<file path="config.mk">
export PLATFORM = sky130hd
export DESIGN_NAME = exc_frame_seq
export DESIGN_NICKNAME = d
export VERILOG_FILES = /design/src/rtl/efs_pkg.sv /design/src/rtl/efs_accept.sv /design/src/rtl/efs_frame.sv /design/src/rtl/efs_memif.sv /design/src/rtl/exc_frame_seq.sv
export SDC_FILE = /design/constraint.sdc
export NUM_CORES = 1
export LEC_CHECK = 0
export BUFFER_PORTS_ARGS = -buffer_cell sky130_fd_sc_hd__buf_2
export CELL_PAD_IN_SITES_DETAIL_PLACEMENT = 1
export CELL_PAD_IN_SITES_GLOBAL_PLACEMENT = 1
export CORE_MARGIN = 5
export CORE_UTILIZATION = 45
export DETAILED_ROUTE_END_ITERATION = 7
export GPL_ROUTABILITY_DRIVEN = 0
export GPL_TIMING_DRIVEN = 0
export PLACE_DENSITY = 0.88
export SKIP_CTS_REPAIR_TIMING = 1
export SYNTH_ARGS = -nofsm -noshare
export SYNTH_HDL_FRONTEND = slang
export SYNTH_SLANG_ARGS = --single-unit
</file>
<file path="constraint.sdc">
create_clock -name clk -period 9.81 [get_ports clk]
set_clock_uncertainty 0.05 [all_clocks]
set_input_delay 0.981 -clock clk [delete_from_list [all_inputs] [get_ports clk]]
set_output_delay 0.981 -clock clk [all_outputs]
set_load 0.1 [all_outputs]
</file>
<file path="src/rtl/efs_pkg.sv">
package efs_pkg;
  localparam int WORD_W   = 32;
  localparam int SRW      = 16;
  localparam int SR_S     = 13;
  localparam int SR_M     = 12;
  localparam int SR_I_HI  = 10;
  localparam int SR_I_LO  = 8;
  localparam int LVL_W    = SR_I_HI - SR_I_LO + 1;
  localparam int VOFF_W   = 12;
  localparam logic [1:0] FRAME_TAG = 2'b01;

  typedef enum logic [1:0] {K_EXC, K_IRQ, K_RET} kind_e;
  typedef enum logic [2:0] {ST_IDLE, ST_PUSH_RA, ST_PUSH_FMT, ST_VEC, ST_POP_FMT, ST_POP_PC} st_e;
  typedef enum logic [1:0] {P_IDLE, P_REQ, P_WAIT} ph_e;

  function automatic logic [VOFF_W-1:0] vec_offset(input logic [VOFF_W-1:0] n);
    return n << 2;
  endfunction

  function automatic logic [WORD_W-1:0] pack_frame(input logic [1:0] sp_lo,
                                                   input logic [VOFF_W-1:0] voff,
                                                   input logic [SRW-1:0] sr);
    return {FRAME_TAG, sp_lo, voff, sr};
  endfunction

  function automatic logic [SRW-1:0] enter_sr(input logic [SRW-1:0] sr, input logic hw,
                                              input logic [LVL_W-1:0] lvl);
    logic [SRW-1:0] r;
    r = sr;
    r[SR_S] = 1'b1;
    if (hw) begin
      r[SR_M] = 1'b0;
      r[SR_I_HI:SR_I_LO] = lvl;
    end
    return r;
  endfunction

  function automatic logic [WORD_W-1:0] unwind_sp(input logic [WORD_W-1:0] sp, input logic [1:0] lo);
    return (sp | {{(WORD_W-2){1'b0}}, lo}) + WORD_W'(8);
  endfunction
endpackage

</file>
<file path="src/rtl/efs_accept.sv">
module efs_accept import efs_pkg::*; #(
  parameter int IDX_W = 8
) (
  input  logic             idle,
  input  logic             ret_req,
  input  logic             exc_req,
  input  logic [IDX_W-1:0] exc_idx,
  input  logic [LVL_W-1:0] irq_lvl,
  input  logic [IDX_W-1:0] irq_vec,
  input  logic [LVL_W-1:0] cur_mask,
  output logic             take,
  output kind_e            take_kind,
  output logic [IDX_W-1:0] take_idx
);
  logic irq_above;

  always_comb begin
    irq_above = irq_lvl > cur_mask;
    take      = 1'b0;
    take_kind = K_EXC;
    take_idx  = exc_idx;
    if (idle) begin
      if (ret_req) begin
        take      = 1'b1;
        take_kind = K_RET;
      end else if (exc_req) begin
        take      = 1'b1;
        take_kind = K_EXC;
      end else if (irq_above) begin
        take      = 1'b1;
        take_kind = K_IRQ;
        take_idx  = irq_vec;
      end
    end
  end
endmodule

</file>
<file path="src/rtl/efs_frame.sv">
module efs_frame import efs_pkg::*; #(
  parameter int IDX_W     = 8,
  parameter int TRAP_BASE = 32,
  parameter int TRAP_NUM  = 16
) (
  input  kind_e              kind,
  input  logic [IDX_W-1:0]   idx,
  input  logic [WORD_W-1:0]  pc,
  input  logic [SRW-1:0]     sr,
  input  logic [WORD_W-1:0]  sp,
  input  logic [WORD_W-1:0]  vbase,
  input  logic [LVL_W-1:0]   lvl,
  output logic [WORD_W-1:0]  ra_addr,
  output logic [WORD_W-1:0]  ra_val,
  output logic [WORD_W-1:0]  fmt_addr,
  output logic [WORD_W-1:0]  fmt_val,
  output logic [WORD_W-1:0]  vec_addr,
  output logic [SRW-1:0]     new_sr,
  output logic [WORD_W-1:0]  new_sp
);
  localparam int TRAP_END = TRAP_BASE + TRAP_NUM;

  logic              is_trap;
  logic [WORD_W-1:0] base;
  logic [VOFF_W-1:0] voff;

  generate
    if (TRAP_NUM > 0) begin : g_trap
      assign is_trap = (WORD_W'(idx) >= WORD_W'(TRAP_BASE)) && (WORD_W'(idx) < WORD_W'(TRAP_END));
    end else begin : g_no_trap
      assign is_trap = 1'b0;
    end
  endgenerate

  always_comb begin
    base     = sp & ~WORD_W'(3);
    voff     = vec_offset(VOFF_W'(idx));
    ra_addr  = base - WORD_W'(4);
    fmt_addr = base - WORD_W'(8);
    ra_val   = is_trap ? pc + WORD_W'(2) : pc;
    fmt_val  = pack_frame(sp[1:0], voff, sr);
    vec_addr = vbase + WORD_W'(voff);
    new_sr   = enter_sr(sr, kind == K_IRQ, lvl);
    new_sp   = fmt_addr;
  end
endmodule

</file>
<file path="src/rtl/efs_memif.sv">
module efs_memif import efs_pkg::*; #(
  parameter int AW = WORD_W,
  parameter int DW = WORD_W
) (
  input  logic          clk,
  input  logic          rst_n,
  input  logic          acc_start,
  input  logic          acc_we,
  input  logic [AW-1:0] acc_addr,
  input  logic [DW-1:0] acc_wdata,
  output logic          acc_idle,
  output logic          acc_done,
  output logic [DW-1:0] acc_rdata,
  output logic          mem_req_valid,
  input  logic          mem_req_ready,
  output logic          mem_we,
  output logic [AW-1:0] mem_addr,
  output logic [DW-1:0] mem_wdata,
  input  logic          mem_rsp_valid,
  input  logic [DW-1:0] mem_rdata
);
  ph_e phase;

  always_ff @(posedge clk or negedge rst_n) begin
    if (!rst_n) begin
      phase     <= P_IDLE;
      mem_we    <= 1'b0;
      mem_addr  <= '0;
      mem_wdata <= '0;
    end else begin
      case (phase)
        P_IDLE: if (acc_start) begin
          phase     <= P_REQ;
          mem_we    <= acc_we;
          mem_addr  <= acc_addr;
          mem_wdata <= acc_wdata;
        end
        P_REQ:  if (mem_req_ready) phase <= P_WAIT;
        P_WAIT: if (mem_rsp_valid) phase <= P_IDLE;
        default: phase <= P_IDLE;
      endcase
    end
  end

  assign mem_req_valid = (phase == P_REQ);
  assign acc_idle      = (phase == P_IDLE);
  assign acc_done      = (phase == P_WAIT) && mem_rsp_valid;
  assign acc_rdata     = mem_rdata;

  // a stalled request holds its fields
  a_r9_hold: assert property (@(posedge clk) disable iff (!rst_n)
    mem_req_valid && !mem_req_ready |=> mem_req_valid && $stable(mem_addr) && $stable(mem_we) && $stable(mem_wdata));
  // an accepted request is not followed by another until a response arrives
  a_r9_one_out: assert property (@(posedge clk) disable iff (!rst_n)
    mem_req_valid && mem_req_ready |=> !mem_req_valid);
endmodule

</file>
<file path="src/rtl/exc_frame_seq.sv">
module exc_frame_seq import efs_pkg::*; #(
  parameter int IDX_W     = 8,
  parameter int TRAP_BASE = 32,
  parameter int TRAP_NUM  = 16
) (
  input  logic              clk,
  input  logic              rst_n,
  input  logic              ret_req,
  input  logic              exc_req,
  input  logic [IDX_W-1:0]  exc_idx,
  input  logic [2:0]        irq_lvl,
  input  logic [IDX_W-1:0]  irq_vec,
  input  logic [31:0]       cur_pc,
  input  logic [15:0]       cur_sr,
  input  logic [31:0]       ssp_in,
  input  logic [31:0]       vbr,
  output logic              busy,
  output logic              done,
  output logic [31:0]       pc_out,
  output logic [15:0]       sr_out,
  output logic [31:0]       sp_out,
  output logic              mem_req_valid,
  input  logic              mem_req_ready,
  output logic              mem_we,
  output logic [31:0]       mem_addr,
  output logic [31:0]       mem_wdata,
  input  logic              mem_rsp_valid,
  input  logic [31:0]       mem_rdata
);
  st_e               state;
  kind_e             c_kind, take_kind;
  logic [IDX_W-1:0]  c_idx, take_idx;
  logic [WORD_W-1:0] c_pc, c_sp, c_vbr;
  logic [SRW-1:0]    c_sr, c_fsr;
  logic [1:0]        c_flo;
  logic [LVL_W-1:0]  c_lvl;
  logic              take;

  logic              acc_start, acc_we, acc_idle, acc_done;
  logic [WORD_W-1:0] acc_addr, acc_wdata, acc_rdata;

  logic [WORD_W-1:0] f_ra_addr, f_ra, f_fmt_addr, f_fmt, f_vec_addr, f_new_sp;
  logic [SRW-1:0]    f_new_sr;

  efs_accept #(.IDX_W(IDX_W)) u_accept (
    .idle(state == ST_IDLE), .ret_req(ret_req), .exc_req(exc_req), .exc_idx(exc_idx),
    .irq_lvl(irq_lvl), .irq_vec(irq_vec), .cur_mask(cur_sr[SR_I_HI:SR_I_LO]),
    .take(take), .take_kind(take_kind), .take_idx(take_idx));

  efs_frame #(.IDX_W(IDX_W), .TRAP_BASE(TRAP_BASE), .TRAP_NUM(TRAP_NUM)) u_frame (
    .kind(c_kind), .idx(c_idx), .pc(c_pc), .sr(c_sr), .sp(c_sp), .vbase(c_vbr), .lvl(c_lvl),
    .ra_addr(f_ra_addr), .ra_val(f_ra), .fmt_addr(f_fmt_addr), .fmt_val(f_fmt),
    .vec_addr(f_vec_addr), .new_sr(f_new_sr), .new_sp(f_new_sp));

  efs_memif u_memif (
    .clk(clk), .rst_n(rst_n), .acc_start(acc_start), .acc_we(acc_we), .acc_addr(acc_addr),
    .acc_wdata(acc_wdata), .acc_idle(acc_idle), .acc_done(acc_done), .acc_rdata(acc_rdata),
    .mem_req_valid(mem_req_valid), .mem_req_ready(mem_req_ready), .mem_we(mem_we),
    .mem_addr(mem_addr), .mem_wdata(mem_wdata), .mem_rsp_valid(mem_rsp_valid),
    .mem_rdata(mem_rdata));

  assign busy      = (state != ST_IDLE);
  assign acc_start = busy && acc_idle;

  always_comb begin
    acc_we    = 1'b0;
    acc_addr  = f_vec_addr;
    acc_wdata = f_ra;
    case (state)
      ST_PUSH_RA:  begin acc_we = 1'b1; acc_addr = f_ra_addr;  acc_wdata = f_ra;  end
      ST_PUSH_FMT: begin acc_we = 1'b1; acc_addr = f_fmt_addr; acc_wdata = f_fmt; end
      ST_VEC:      acc_addr = f_vec_addr;
      ST_POP_FMT:  acc_addr = c_sp;
      ST_POP_PC:   acc_addr = c_sp + WORD_W'(4);
      default:     acc_addr = f_vec_addr;
    endcase
  end

  always_ff @(posedge clk or negedge rst_n) begin
    if (!rst_n) begin
      state  <= ST_IDLE;
      c_kind <= K_EXC;
      c_idx  <= '0;
      c_pc   <= '0;
      c_sr   <= '0;
      c_sp   <= '0;
      c_vbr  <= '0;
      c_lvl  <= '0;
      c_fsr  <= '0;
      c_flo  <= '0;
      done   <= 1'b0;
      pc_out <= '0;
      sr_out <= '0;
      sp_out <= '0;
    end else begin
      done <= 1'b0;
      case (state)
        ST_IDLE: if (take) begin
          c_kind <= take_kind;
          c_idx  <= take_idx;
          c_pc   <= cur_pc;
          c_sr   <= cur_sr;
          c_sp   <= ssp_in;
          c_vbr  <= vbr;
          c_lvl  <= irq_lvl;
          state  <= (take_kind == K_RET) ? ST_POP_FMT : ST_PUSH_RA;
        end
        ST_PUSH_RA:  if (acc_done) state <= ST_PUSH_FMT;
        ST_PUSH_FMT: if (acc_done) state <= ST_VEC;
        ST_VEC: if (acc_done) begin
          pc_out <= acc_rdata;
          sr_out <= f_new_sr;
          sp_out <= f_new_sp;
          done   <= 1'b1;
          state  <= ST_IDLE;
        end
        ST_POP_FMT: if (acc_done) begin
          c_fsr <= acc_rdata[SRW-1:0];
          c_flo <= acc_rdata[29:28];
          state <= ST_POP_PC;
        end
        ST_POP_PC: if (acc_done) begin
          pc_out <= acc_rdata;
          sr_out <= c_fsr;
          sp_out <= unwind_sp(c_sp, c_flo);
          done   <= 1'b1;
          state  <= ST_IDLE;
        end
        default: state <= ST_IDLE;
      endcase
    end
  end

  // a taken request makes the block busy in the next cycle
  a_r2_take_busy: assert property (@(posedge clk) disable iff (!rst_n)
    take |=> busy);
  // busy only ends through a completion
  a_r2_busy_end: assert property (@(posedge clk) disable iff (!rst_n)
    $fell(busy) |-> done);
  // an interrupt at or below the mask does not start work
  a_r1_irq_gate: assert property (@(posedge clk) disable iff (!rst_n)
    !busy && !ret_req && !exc_req && (irq_lvl <= cur_sr[SR_I_HI:SR_I_LO]) |=> !busy);
  // single-cycle completion strobe
  a_r10_pulse: assert property (@(posedge clk) disable iff (!rst_n)
    done |=> !done);
  // results move only with a completion
  a_r10_hold: assert property (@(posedge clk) disable iff (!rst_n)
    !done |-> $stable(pc_out) && $stable(sr_out) && $stable(sp_out));
  // every entry ends in supervisor state
  a_r6_super: assert property (@(posedge clk) disable iff (!rst_n)
    done && (c_kind != K_RET) |-> sr_out[SR_S]);
  // interrupts take the level and drop the master bit
  a_r6_irq_sr: assert property (@(posedge clk) disable iff (!rst_n)
    done && (c_kind == K_IRQ) |-> !sr_out[SR_M] && (sr_out[SR_I_HI:SR_I_LO] == c_lvl));
  // the entry stack pointer is word aligned
  a_r5_align: assert property (@(posedge clk) disable iff (!rst_n)
    done && (c_kind != K_RET) |-> sp_out[1:0] == 2'b00);
endmodule

</file>
==> run_results.csv <==
group,metric,value,unit
floorplan,ioPinCount,317,
critical_path,path_delay_family,"compound AO/OA/AOI/OAI gates",
global_route,grt_use_met3,5.800,%
sta,finalCriticalPeriod,5.162,ns
floorplan,dieArea,40180,um2
sta,report.final.slew_viol_count,0,
global_route,met2_usage,50.76,%
critical_path,r2r_slack,4.65,ns
drt,vias_per_cell,6.036,
floorplan,dieHeight,200.4,um
synth,synth-compound-area-share,14.34,%
outcome,status,"completed",
critical_path,arrival,5.53,ns
sta,rsz0062_at_grt,"no",
sta,fin_crit_sh,52.62,%
synth,synth.area.mux_share,10.09,%
job,max-cap-violations,0,
cells_and_area,areaGrowthSynthToFinish,20.65,%
drt,wl_per_cell,24.56,um
cts,clock_path_buffers,3,
place,place_ws,4.886,ns
global_route,grt_util_all_layers,30.70,%
sta,fmax,0.1937,GHz
sta,fin_ws,4.648,ns
cts,cts_buffers,34,
place,post-dp-hpwl,47.56,mm
floorplan,rows,69,
global_route,gr-total-overflow,0,
cts,clock-root-buffer,"clkbuf_16",
global_route,top_usage_layer,"met2",
synth,yosysTopAreaCell,"dfrtp_1",
critical_path,worstPathRequired,10.18,ns
global_route,grt_max_degree,121,
critical_path,path_class,"reg -> reg",
critical_path,crit_path_end_kind,"flop",
critical_path,worstSetupStartpointType,"flop",
drt,num_vias,15759,
synth,synthCells,1764,
synth,ys_ff_latch,294,
critical_path,r2r_cells,16,
critical_path,r2r-end,"u_memif.mem_addr[15]$_DFFE_PN0P_",
synth,synth-edff-count,0,
synth,avgSynthCellArea,9.252,um2
sta,tightest_slew,1.428,ns
floorplan,die_w,200.4,um
cts,cts-htree-levels,2,
drt,wirelength,64.12,mm
cells_and_area,fin_nets,2337,
cells_and_area,final_cell_mix,"321 x buf_2, 313 x nand2_1, 294 x dfrtp_1",
synth,yosys.area_share.simple,17.59,%
critical_path,r2r-start,"state[2]$_DFFE_PN0P_",
synth,netlist_area,16320,um2
sta,fin_setup_tns,0,ns
synth,synthAdderAreaFrac,3.849,%
cts,cts_tree,"built",
min_path,min_path_type,"in -> async",
global_route,grt_pass1_wl,98.14,mm
synth,synth.distinct_cells,73,
sta,slew_headroom,4.477,%
critical_path,worst-path-buf-inv,5,
global_route,grt_pass1_vias,16676,
critical_path,cpMaxStageDelayCell,"a2111oi_0",
cells_and_area,drive_gt1_share,24.09,%
drt,drtIter0Drc,1243,
synth,yosysSeqAreaShare,45.08,%
synth,synth_nets,1982,
floorplan,start_util,45.77,%
critical_path,crit_path_max_fanout,33,
sta,hold_violations,0,
synth,synth_xor_area_share,5.903,%
drt,drc,0,
cts,clkLatencyLatePin,0.55,ns
critical_path,path_cells,"buf_2, nor2b_1, buf_2, nand2_1, clkbuf_1, clkbuf_2, buf_12, ha_1, nand2b_1, a21oi_1, o31ai_1, o21ai_0, xor2_1, a2111oi_0, o21ai_0, o21a_1",
synth,async_flop_share,100.0,%
floorplan,core_area,35660,um2
critical_path,slowest_delay,0.67,ns
cts,clock_sinks,294,
synth,synth_area_leaders,"dfrtp_1 45%, mux2_2 8.6%, nand2_1 7.2%",
place,port_buffers,316,
drt,ant_nets,0,
drt,drt_first_pass_iters,5,
synth,synth_top_family_by_area,"simple AND/OR/NAND/NOR gates",
global_route,antenna_found_initial,8,
global_route,use_met1,39.32,%
synth,ys.flop_type,"dfrtp_1",
cts,clkSlewWorstSetupHoldPaths,0.07,ns
synth,ys_warn_count,0,
synth,netlist.area_leader.share,45.08,%
sta,setup_violations,0,
sta,holdWs,0.3952,ns
cells_and_area,layout_commonest_cell,"buf_2",
## how the worst max path moves through the flow
stage	from	to	slack [ns]	depth (start not counted)
final	state[2]$_DFFE_PN0P_	u_memif.mem_addr[15]$_DFFE_PN0P_	4.65	16
after global routing	state[2]$_DFFE_PN0P_	u_memif.mem_addr[15]$_DFFE_PN0P_	4.53	16
after CTS	state[2]$_DFFE_PN0P_	u_memif.mem_addr[24]$_DFFE_PN0P_	4.85	16
after detailed placement	cur_sr[9]	c_sp[28]$_DFFE_PN0P_	4.89	11
after floorplan	state[2]$_DFFE_PN0P_	u_memif.mem_addr[15]$_DFFE_PN0P_	5.35	16
after global placement	rst_n	sp_out[16]$_DFFE_PN0P_	2.24	1
## layer usage
metal | vias to the layer above | part of all wire [%]
li1 | 6920 | -
met1 | 7849 | 40
met2 | 791 | 47
met3 | 199 | 8.1
met4 | 0 | 5.2
met5 | - | 0
## layout make-up
type | count | area [um2]
Inverter | 33 | 123.9
Tap cell | 461 | 576.8
Timing Repair Buffer | 319 | 1667
Antenna cell | 8 | 20.02
Clock buffer | 48 | 953.4
Sequential cell | 294 | 7357
Fill cell | 4179 | 15960
Buffer | 99 | 391.6
Clock inverter | 11 | 152.6
Multi-Input combinational cell | 1338 | 8449
## worst reg2reg max path, stage by stage, from the launching register on
cell	delay (ns)
dfrtp_1	0.36
buf_2	0.18
nor2b_1	0.15
buf_2	0.18
nand2_1	0.26
clkbuf_1	0.44
clkbuf_2	0.35
buf_12	0.25
ha_1	0.27
nand2b_1	0.18
a21oi_1	0.46
o31ai_1	0.20
o21ai_0	0.53
xor2_1	0.13
a2111oi_0	0.67
o21ai_0	0.20
o21a_1	0.15
## sequential cells by signal, indices dropped and copies added (netlist names)
name               cells
c_flo                  2
c_fsr                 16
c_idx                  8
c_kind                 2
c_lvl                  3
c_pc                  32
c_sp                  32
c_sr                  16
c_vbr                 32
done                   1
pc_out                32
sp_out                32
sr_out                16
state                  3
u_memif.mem_addr      32
u_memif.mem_wdata     32
u_memif.mem_we         1
u_memif.phase          2
## cells by family after synthesis
kind of cell               after synthesis
and+or+nand+nor                        633
AOI/OAI and AO/OA                      397
DFF                                    294
muxes                                  149
buffers and inverters                  132
xor gates and xnor gates               110
adders and majority gates               49
## cells in the mapped netlist, types with 7 or more instances
cell,n
xnor2_1,70
nor2_1,131
nand2b_1,18
and2_1,12
a21oi_1,106
nor3_1,34
dfrtp_1,294
o22ai_1,11
mux2i_1,25
nand2_1,313
a221oi_1,7
mux2_2,124
a211oi_1,8
nand3_1,25
xor2_1,40
nor2b_1,8
and3_1,12
or3_1,11
clkbuf_1,81
o21ai_1,11
a21o_1,8
buf_1,10
nand4_1,22
and4_1,10
ha_1,47
o21ai_0,145
a31oi_1,33
o211ai_1,8
inv_1,32
## per-stage QoR
step,instance area (um2),utilization (%),instances
CTS,19670,55.17,2603
detailed placement,18570,52.07,2544
finish,19690,55.23,2611
global route,19690,55.23,2611
floorplan,16320,-,1764
global placement,18480,51.83,2541
Power is not shown: default switching activity piles up to over one toggle a cycle in this logic, so the estimate is an artifact.
